===== src/rtl/adc_pwr_seq.sv =====
module adc_pwr_seq #(
  parameter int NAP_WAKE_CYC   = 40,
  parameter int SLEEP_WAKE_CYC = 2_000_000,
  parameter int MODE_SETUP_CYC = 2
) (
  input  logic clk,
  input  logic rst_n,
  input  logic shdn_n,
  input  logic nap_sel,
  input  logic start_req,
  output logic conv_go,
  output logic ready,
  output logic bias_en,
  output logic ref_en,
  output logic err
);
  localparam int CW = $clog2(SLEEP_WAKE_CYC + 1);
  localparam int SW = $clog2(MODE_SETUP_CYC + 1);

  typedef enum logic [1:0] {ST_RUN, ST_NAP, ST_SLP, ST_WAKE} st_t;

  st_t           st;
  logic [CW-1:0] wcnt;
  logic [SW-1:0] su;
  logic          deep;
  logic          nap_ok;
  logic [CW-1:0] lim;

  assign nap_ok  = nap_sel && (su == SW'(MODE_SETUP_CYC));
  assign lim     = deep ? CW'(SLEEP_WAKE_CYC) : CW'(NAP_WAKE_CYC);
  assign ready   = (st == ST_RUN);
  assign bias_en = (st == ST_RUN) || (st == ST_WAKE);
  assign ref_en  = (st != ST_SLP);
  assign conv_go = start_req && ready;

  always_ff @(posedge clk) begin
    if (!rst_n) begin
      st   <= ST_RUN;
      wcnt <= '0;
      su   <= '0;
      deep <= 1'b0;
      err  <= 1'b0;
    end else begin
      if (!nap_sel)
        su <= '0;
      else if (su != SW'(MODE_SETUP_CYC))
        su <= su + 1'b1;

      if (start_req && !ready)
        err <= 1'b1;

      case (st)
        ST_RUN, ST_WAKE: begin
          if (!shdn_n) begin
            st <= nap_ok ? ST_NAP : ST_SLP;
            if (!nap_ok) deep <= 1'b1;
          end else if (st == ST_WAKE) begin
            if (wcnt == lim - 1'b1) begin
              st   <= ST_RUN;
              deep <= 1'b0;
            end else begin
              wcnt <= wcnt + 1'b1;
            end
          end
        end
        default: begin
          if (shdn_n) begin
            st   <= ST_WAKE;
            wcnt <= '0;
          end
        end
      endcase
    end
  end
endmodule


===== config.mk =====
export PLATFORM = sky130hd
export DESIGN_NAME = adc_pwr_seq
export DESIGN_NICKNAME = d
export VERILOG_FILES = /design/src/rtl/adc_pwr_seq.sv
export SDC_FILE = /design/constraint.sdc
export NUM_CORES = 1
export LEC_CHECK = 0
export ABC_AREA = 1
export ABC_CLOCK_PERIOD_IN_PS = 4500
export CAP_MARGIN = 0
export CORE_MARGIN = 3
export CORE_UTILIZATION = 45
export DETAILED_ROUTE_END_ITERATION = 8
export DONT_BUFFER_PORTS = 1
export GPL_TIMING_DRIVEN = 0
export HOLD_SLACK_MARGIN = 0.05
export SETUP_SLACK_MARGIN = 0.4
export SLEW_MARGIN = 20
export SYNTH_ARGS = -nofsm -noshare
export SYNTH_HDL_FRONTEND = slang
export SYNTH_SLANG_ARGS = --single-unit

===== constraint.sdc =====
create_clock -name clk -period 4.5 [get_ports clk]
set_input_delay 0.45 -clock clk [delete_from_list [all_inputs] [get_ports clk]]
set_output_delay 0.45 -clock clk [all_outputs]
set_load 0.05 [all_outputs]

Yosys cells after proc, flatten, opt, wreduce, memory -nomap -nowiden:

Index checks and enable logic that the tools add are counted.

* bits in registers: 27
* latch bits: 0
* memory bits (writable): 0
* memory bits (read-only): 0
* bits of input ports: 5
* output and inout bits: 5
* word-level logic and storage cells: 48
* memories: 0

* $add $sub $neg: 3
* multiply operators: 0
* div/mod/pow operators: 0
* magnitude comparators: 0
* equal/unequal tests: 12
* shifts and indexed selects: 0
* muxes and demuxes: 16
* bitwise logic cells: 0
* reductions and logical operators: 12

Operators with widths (number)
* 2-to-1 mux 21 bit: 6
* adder 21 x 1 -> 21 bit, second input constant: 1
* equality test 21 bit: 1
* subtractor 21 x 1 -> 21 bit, second input constant: 1
* 2-to-1 mux 2 bit: 6
* != test 2 bit, second input constant: 5
* != test 3 bit, second input constant: 2
* AND reduction 3 bit: 2
* equality test 2 bit, second input constant: 2
* 2-to-1 mux 1 bit: 4
* != test 2 x 1 -> 1 bit, second input constant: 2
* AND reduction 4 bit: 1
* logical AND 1 bit: 3
* adder 2 x 1 -> 2 bit, second input constant: 1
* logical NOT 2 bit: 1
* AND reduction 2 bit: 1
* nonzero test 2 bit: 1
* OR reduction 2 bit: 1
* logical NOT 1 bit: 1
* logical OR 1 bit: 1

Longest topological paths before layout:

Gate-level depths: netlist of the first run.

* depth after elaboration: 7
* mapped depth: 11
* gate-level depth less buffers: 11

Worst setup path after synthesis of the first run:

Ideal clock, no wire load.

* path kind: flip-flop to flip-flop
* from: register st[1]
* to: register wcnt[8]
* library setup time: 0.115 ns
* arrival: 1.800 ns
* setup slack: 2.585 ns
* cell stages (with the launch flop): 8
* path buffers: 1
* period minus slack after synthesis: 1.915 ns
* cells stage by stage: dfxtp_1 > inv_1 > ha_1 > clkbuf_1 > clkinv_1 > nand2_1 > o21ai_0 > and2_1

* longest elaborated chain between the ends: 4
* elaborated cells on any way between the ends: 7
* those cells by class: eq/ne: 3; mux: 1; reduce/logical: 3

RTL lines
* start: declaration: line 22 `st_t st;`
* start signal: assignment: line 55 `st <= nap_ok ? ST_NAP : ST_SLP;`
* equality test 2 bit or logical NOT 2 bit (tied branches): line 52, 57
* OR reduction 2 bit: line 52 `case (st)`
* != test 2 bit (no line)
* AND reduction 3 bit (no line)
* end signal: assignment: line 62 `wcnt <= wcnt + 1'b1;`
* end: declaration: line 23 `logic [CW-1:0] wcnt;`

Parallel ways exist; a longest one is shown, timed or not.
A chain may end at the register's enable or synchronous reset.

Worst setup path in the final report of the first run:

* from: register st[0]
* to: output bias_en

* longest elaborated chain between the ends: 2
* elaborated cells on any way between the ends: 3
* those cells by class: eq/ne: 1; reduce/logical: 2

RTL lines
* equality test 2 bit or logical NOT 2 bit (tied branches): line 32 `assign bias_en = (st == ST_RUN) || (st == ST_WAKE);`
* logical OR 1 bit *: line 32
* end: declaration: line 13 `output logic bias_en,`

Every way passes the cells marked *; elsewhere a longest branch is shown, timed or not.

==> impl_metrics.json, run 1 <==
{
  "synth_edf_count": 0,
  "tns_ns": 0,
  "clkTransAtPathRegs_ns": 0.11,
  "synth_seq_cells": 27,
  "syn_to_final_growth_pct": 6.08,
  "fin_nets": 306,
  "drive_gt1_frac": 0.0644,
  "cts_sinks": 27,
  "min_path_type": "input pin to flop",
  "fmax_mhz": 412,
  "endpoint_kind": "primary output",
  "hold_viol_final": 0,
  "pre_cts_slack_ns": 2.12,
  "dr.pass1.iters": 4,
  "vias_per_cell": 4.92,
  "n_antenna_cell": 0,
  "p_leak_nw": 0.746,
  "relSlewSlack": 0.570,
  "grtUsageMet2": 0.300,
  "met3_usage": 0.0248,
  "grt_pass1_vias": 1547,
  "power.total_uw": 841,
  "cts.path.max_buffers": 2,
  "required_ns": 4.05,
  "finalCritPeriodShare": 0.540,
  "wl_per_cell_microns": 12.5,
  "ant_nets": 0,
  "std_cell_rows": 22,
  "ys_seq_area_frac": 0.302,
  "dr.first_iter.drc_count": 130,
  "layout_commonest_cell": "nand2_1",
  "grt_use_met1": 0.260,
  "top_usage_layer": "met2",
  "place.detailed.hpwl_microns": 3350,
  "yosysTopAreaCell": "dfxtp_1",
  "clk_latency_ns": 0.28,
  "wirelength_microns": 4300,
  "grt_pass1_wl_microns": 7290,
  "synth.top_cell.area_share": 0.302,
  "synthesis.instances": 291,
  "avgSynthCellArea_sq_um": 6.16,
  "portBuffers": 0,
  "slew_viol_final": 0,
  "grt_util_all_layers": 0.184,
  "final_cell_mix": "nand2_1 (84), nor2_1 (48), inv_1 (38)",
  "die-area_sq_um": 4770,
  "start_util": 0.479,
  "rsz0062_at_grt": "false",
  "cts_hold_buf": 0,
  "tritoncts": "done",
  "final.min_clock_period_ns": 2.43,
  "fp.dieW_microns": 69.1,
  "regArea_sq_um": 541,
  "yosys-top-cells-area": "dfxtp_1 (30%), nand2_1 (18%), nor2_1 (10%)",
  "synth-async-reset-ratio": 0,
  "cts_resized": 0,
  "drc": 0,
  "run_status": "finished clean",
  "ys.flop_type": "dfxtp_1",
  "cts-root-buf": "clkbuf_8",
  "num_vias": 1686,
  "path_class": "flop to primary output",
  "htree_levels": 1,
  "globalplace.congestion": 0.896,
  "die_h_microns": 69.1,
  "crit_path_max_fanout": 9,
  "syn_nets": 301,
  "peakVddDrop_mv": 0.361,
  "fin_skew_ns": 0.0119,
  "antenna_found_initial": 0,
  "final_critical_path_setup_slack_ns": 2.07,
  "core_sq_um": 3740,
  "tightest_slew_ns": 0.640,
  "cts_buffers": 3,
  "crit_arrival_ns": 1.98,
  "power_density_nw_per_um2": 442,
  "multiInputGateArea_sq_um": 1050,
  "grt.overflow.total": 0,
  "cts_setup_buffers": 0,
  "syn_area_sq_um": 1790,
  "setup_viol": 0,
  "crit_path_start_kind": "flop",
  "grt_max_degree": 17,
  "cap_viol_max_count": 0,
  "fill_cells": 413,
  "yosys_warnings": 0,
  "synthDistinctLibCells": 29,
  "hold_ws_ns": 0.303,
  "io_pins": 10
}
==> path summary, 6_finish.rpt <==
check / startpoint / endpoint / slack, ns / cells after the start
max: st[0]$_SDFFE_PN0P_ / bias_en / 2.07 / 4
min: nap_sel / su[0]$_SDFFE_PN0P_ / 0.30 / 2
max reg2reg: st[0]$_SDFFE_PN0P_ / wcnt[8]$_SDFFE_PN0P_ / 2.13 / 7
min reg2reg: su[0]$_SDFFE_PN0P_ / su[0]$_SDFFE_PN0P_ / 0.47 / 2
==> critical path, cell delays in order, from the launching register on <==
cell and delay, ns:
dfxtp_1 0.37, inv_1 0.07, ha_1 0.27, clkbuf_1 0.33, clkinv_1 0.64
==> Yosys cell counts, types with 2 or more instances <==
cell type,n
a21oi_1,16
a21oi_2,3
and2_1,2
buf_6,3
clkbuf_1,2
dfxtp_1,27
ha_1,5
inv_1,38
nand2_1,84
nand2_2,3
nand3_1,17
nand4_1,4
nor2_1,48
nor2_2,2
nor3_1,3
o21ai_0,12
o21bai_1,2
xnor2_1,2
xor2_1,8
==> per-stage QoR <==
step,cells,instance area (sq um),utilization
after global routing,343,1900,0.508
after detailed placement,339,1850,0.495
final,343,1900,0.508
after global placement,339,1850,0.495
after floorplan,291,1790,-
after CTS,343,1900,0.508
==> state kept, by name (all words and copies together) (netlist names) <==
| register | flops |
|---|---|
| deep | 1 |
| err | 1 |
| st | 2 |
| su | 2 |
| wcnt | 21 |
==> report_power, final <==
part           switching, mW  internal [mW]  total [mW]  leakage, nW
clock                 0.0867         0.0630       0.150       0.0217
sequential            0.0311          0.261       0.292        0.219
combinational          0.298          0.101       0.399        0.505
==> cell families after synthesis <==
group | Yosys count | synth area share
and+or+nand+nor | 166 | 0.391
DFF | 27 | 0.302
adders and majority gates | 5 | 0.0349
xor gates and xnor gates | 10 | 0.0489
AOI/OAI and AO/OA | 36 | 0.112
buffers and inverters | 47 | 0.112
==> per-layer routing <==
metal  vias up  routed length [microns]  share of wire
met5         -                        0              0
met4         0                       27         0.0063
met3         4                      109          0.025
met2        22                     1950           0.45
met1       745                     2220           0.52
li1        915                        -              -
==> cell type report <==
class,count,share of cell area
tap,48,0.0316
multi-input combinational,217,0.553
sequential,27,0.284
buffer,7,0.0263
inverter,40,0.0790
clock inverter,1,0.00395
clock buffer,3,0.0217
Power figures use the tool's default switching activity.
==> inputs of run 2 (changes only) <==
--- a/config.mk
+++ b/config.mk
@@ -6,7 +6,7 @@
 export NUM_CORES = 1
 export LEC_CHECK = 0
 export ABC_AREA = 1
-export ABC_CLOCK_PERIOD_IN_PS = 4500
+export ABC_CLOCK_PERIOD_IN_PS = 2000
 export CAP_MARGIN = 0
 export CORE_MARGIN = 3
 export CORE_UTILIZATION = 45
==> constraint.sdc (replaced) <==
create_clock -name clk -period 2 [get_ports clk]
set_input_delay 0.2 -clock clk [delete_from_list [all_inputs] [get_ports clk]]
set_output_delay 0.2 -clock clk [all_outputs]
set_load 0.05 [all_outputs]
==> run 2 against run 1 <==
Against the previous run:
- sequential share of layout area shrank 3.0 points
- sequential power grew 130%
- global-route usage grew 1.2 points
- register-to-register slack lost 1.7 ns
- non-clock buffer count grew 13
- cell area grew 17%
- final cell count grew 4.1%
- sequential cell count is the same
- clock skew shrank 0.0092 ns
==> impl_metrics.json, run 2 (synthesized netlist as in run 1, its figures left out) <==
{
  "wl_per_cell_microns": 13.2,
  "setup_viol": 0,
  "cap_viol_max_count": 0,
  "required_ns": 2.16,
  "endpoint_kind": "flop",
  "cts_hold_buf": 0,
  "ant_nets": 0,
  "final_core_util": 0.593,
  "holdCritStartpoint": "nap_sel",
  "n_antenna_cell": 0,
  "rsz0062_at_grt": "true",
  "num_vias": 1834,
  "power.total_mw": 2.30,
  "grt_max_degree": 16,
  "grt_pass1_vias": 1639,
  "pre_cts_slack_ns": 0.138,
  "die_h_microns": 69.1,
  "dr.first_iter.drc_count": 98,
  "crit_path_max_fanout": 5,
  "fp.dieW_microns": 69.1,
  "crit_arrival_ns": 1.78,
  "die-area_sq_um": 4770,
  "core_sq_um": 3740,
  "place.detailed.hpwl_microns": 3290,
  "tritoncts": "done",
  "clk_latency_ns": 0.29,
  "drive_gt1_frac": 0.236,
  "fin_skew_ns": 0.00263,
  "grt_util_all_layers": 0.196,
  "final_critical_path_setup_slack_ns": 0.382,
  "vias_per_cell": 5.14,
  "grt.overflow.total": 0,
  "cts_buffers": 3,
  "cts.path.max_buffers": 2,
  "cts_sinks": 27,
  "cts-root-buf": "clkbuf_8",
  "power_density_nw_per_um2": 1040,
  "layout_commonest_cell": "nand2_1",
  "hold_path_depth": 2,
  "fin_nets": 320,
  "crit_path_start_kind": "flop",
  "regMostFlops": "wcnt",
  "dr.pass1.iters": 4,
  "final_cell_mix": "nand2_1 (76), nor2_1 (43), inv_1 (33)",
  "largestRegisters": "wcnt: 21 flops, st: 2 flops, su: 2 flops",
  "grt_pass1_wl_microns": 7600,
  "syn_to_final_growth_pct": 23.9,
  "wirelength_microns": 4700,
  "min_path_type": "input pin to flop",
  "clkTransAtPathRegs_ns": 0.10,
  "critPathLaunch": "wcnt[9]$_SDFFE_PN0P_",
  "tns_ns": 0,
  "io_pins": 10,
  "std_cell_rows": 22,
  "htree_levels": 1,
  "run_status": "finished clean",
  "p_leak_nw": 0.920,
  "portBuffers": 0,
  "antenna_found_initial": 0,
  "largest_reg_flops": 21,
  "slew_viol_final": 0,
  "relSlewSlack": 0.572,
  "peakVddDrop_mv": 0.954,
  "path_class": "flop to flop",
  "start_util": 0.479,
  "final.min_clock_period_ns": 1.62,
  "r2r_cells": 8,
  "rr_startpoint": "wcnt[9]$_SDFFE_PN0P_",
  "fill_cells": 364,
  "fmax_mhz": 618,
  "hold_viol_final": 0,
  "globalplace.congestion": 0.972,
  "finalCritPeriodShare": 0.809,
  "drc": 0,
  "tightest_slew_ns": 0.642
}
[run 2: cell types whose count changed in the layout (fill, tap and decap cells not counted), moves of 5 or more]
cell	previous run	this run
dfxtp_1	27	15
buf_4	0	11
dfxtp_2	0	8
nand2_1	84	76
inv_1	38	33
nor2_1	48	43
[run 2: power breakdown]
group          switching, mW  internal (mW)  total, mW  leakage (nW)
logic                  0.810          0.477       1.29         0.669
clock network          0.194          0.141      0.335        0.0255
registers             0.0789          0.603      0.682         0.226
[run 2: layer usage]
| layer | vias to the layer above | GRT usage | wire length, microns | part of all wire |
|---|---|---|---|---|
| met5 | - | 0 | 0 | 0 |
| met4 | 0 | 0.0738 | 120 | 0.026 |
| met3 | 13 | 0.0262 | 282 | 0.060 |
| met2 | 50 | 0.316 | 2100 | 0.45 |
| met1 | 828 | 0.264 | 2200 | 0.47 |
| li1 | 943 | - | - | - |
[run 2: final timing paths]
| path | end | slack, ns |
|---|---|---|
| max | wcnt[16]$_SDFFE_PN0P_ | 0.38 |
| min | su[0]$_SDFFE_PN0P_ | 0.06 |
| max reg2reg | wcnt[16]$_SDFFE_PN0P_ | 0.38 |
| min reg2reg | su[0]$_SDFFE_PN0P_ | 0.48 |
[run 2: repair_timing]
action,in CTS,in global routing
gates cloned,1,2
endpoints found under the setup margin,26,24
pin swaps,2,14
setup buffers,4,7
resized for setup,18,42
[run 2: worst max-delay path, stage by stage, from the launching register on]
cell	delay, ns
dfxtp_1	0.45
nand2_1	0.17
nor2_1	0.21
nand3_1	0.10
nor2_1	0.15
xor2_1	0.21
nor2_1	0.06
nand2_1	0.08
a21oi_2	0.05
[run 2: per-stage QoR]
| step | hold WS (ns) | cell area [sq um] | instances |
|---|---|---|---|
| final | 0.0576 | 2220 | 357 |
| after global routing | 0.0648 | 2220 | 357 |
| after CTS | 0.0552 | 2000 | 348 |
| after detailed placement | 0.355 | 1860 | 339 |
| after global placement | 0.355 | 1860 | 339 |
| after floorplan | 0.341 | 1800 | 291 |
[run 2: layout make-up]
type	count	area, sq um	share of cell area
Clock inverter	1	5.00	0.00225
Tap cell	48	60.1	0.0271
Clock buffer	3	41.3	0.0186
Inverter	40	169	0.0761
Multi-Input combinational cell	217	1170	0.529
Sequential cell	27	566	0.255
Timing Repair Buffer	13	133	0.0598
Timing Repair inverter	1	5.00	0.00225
Buffer	7	66.3	0.0299
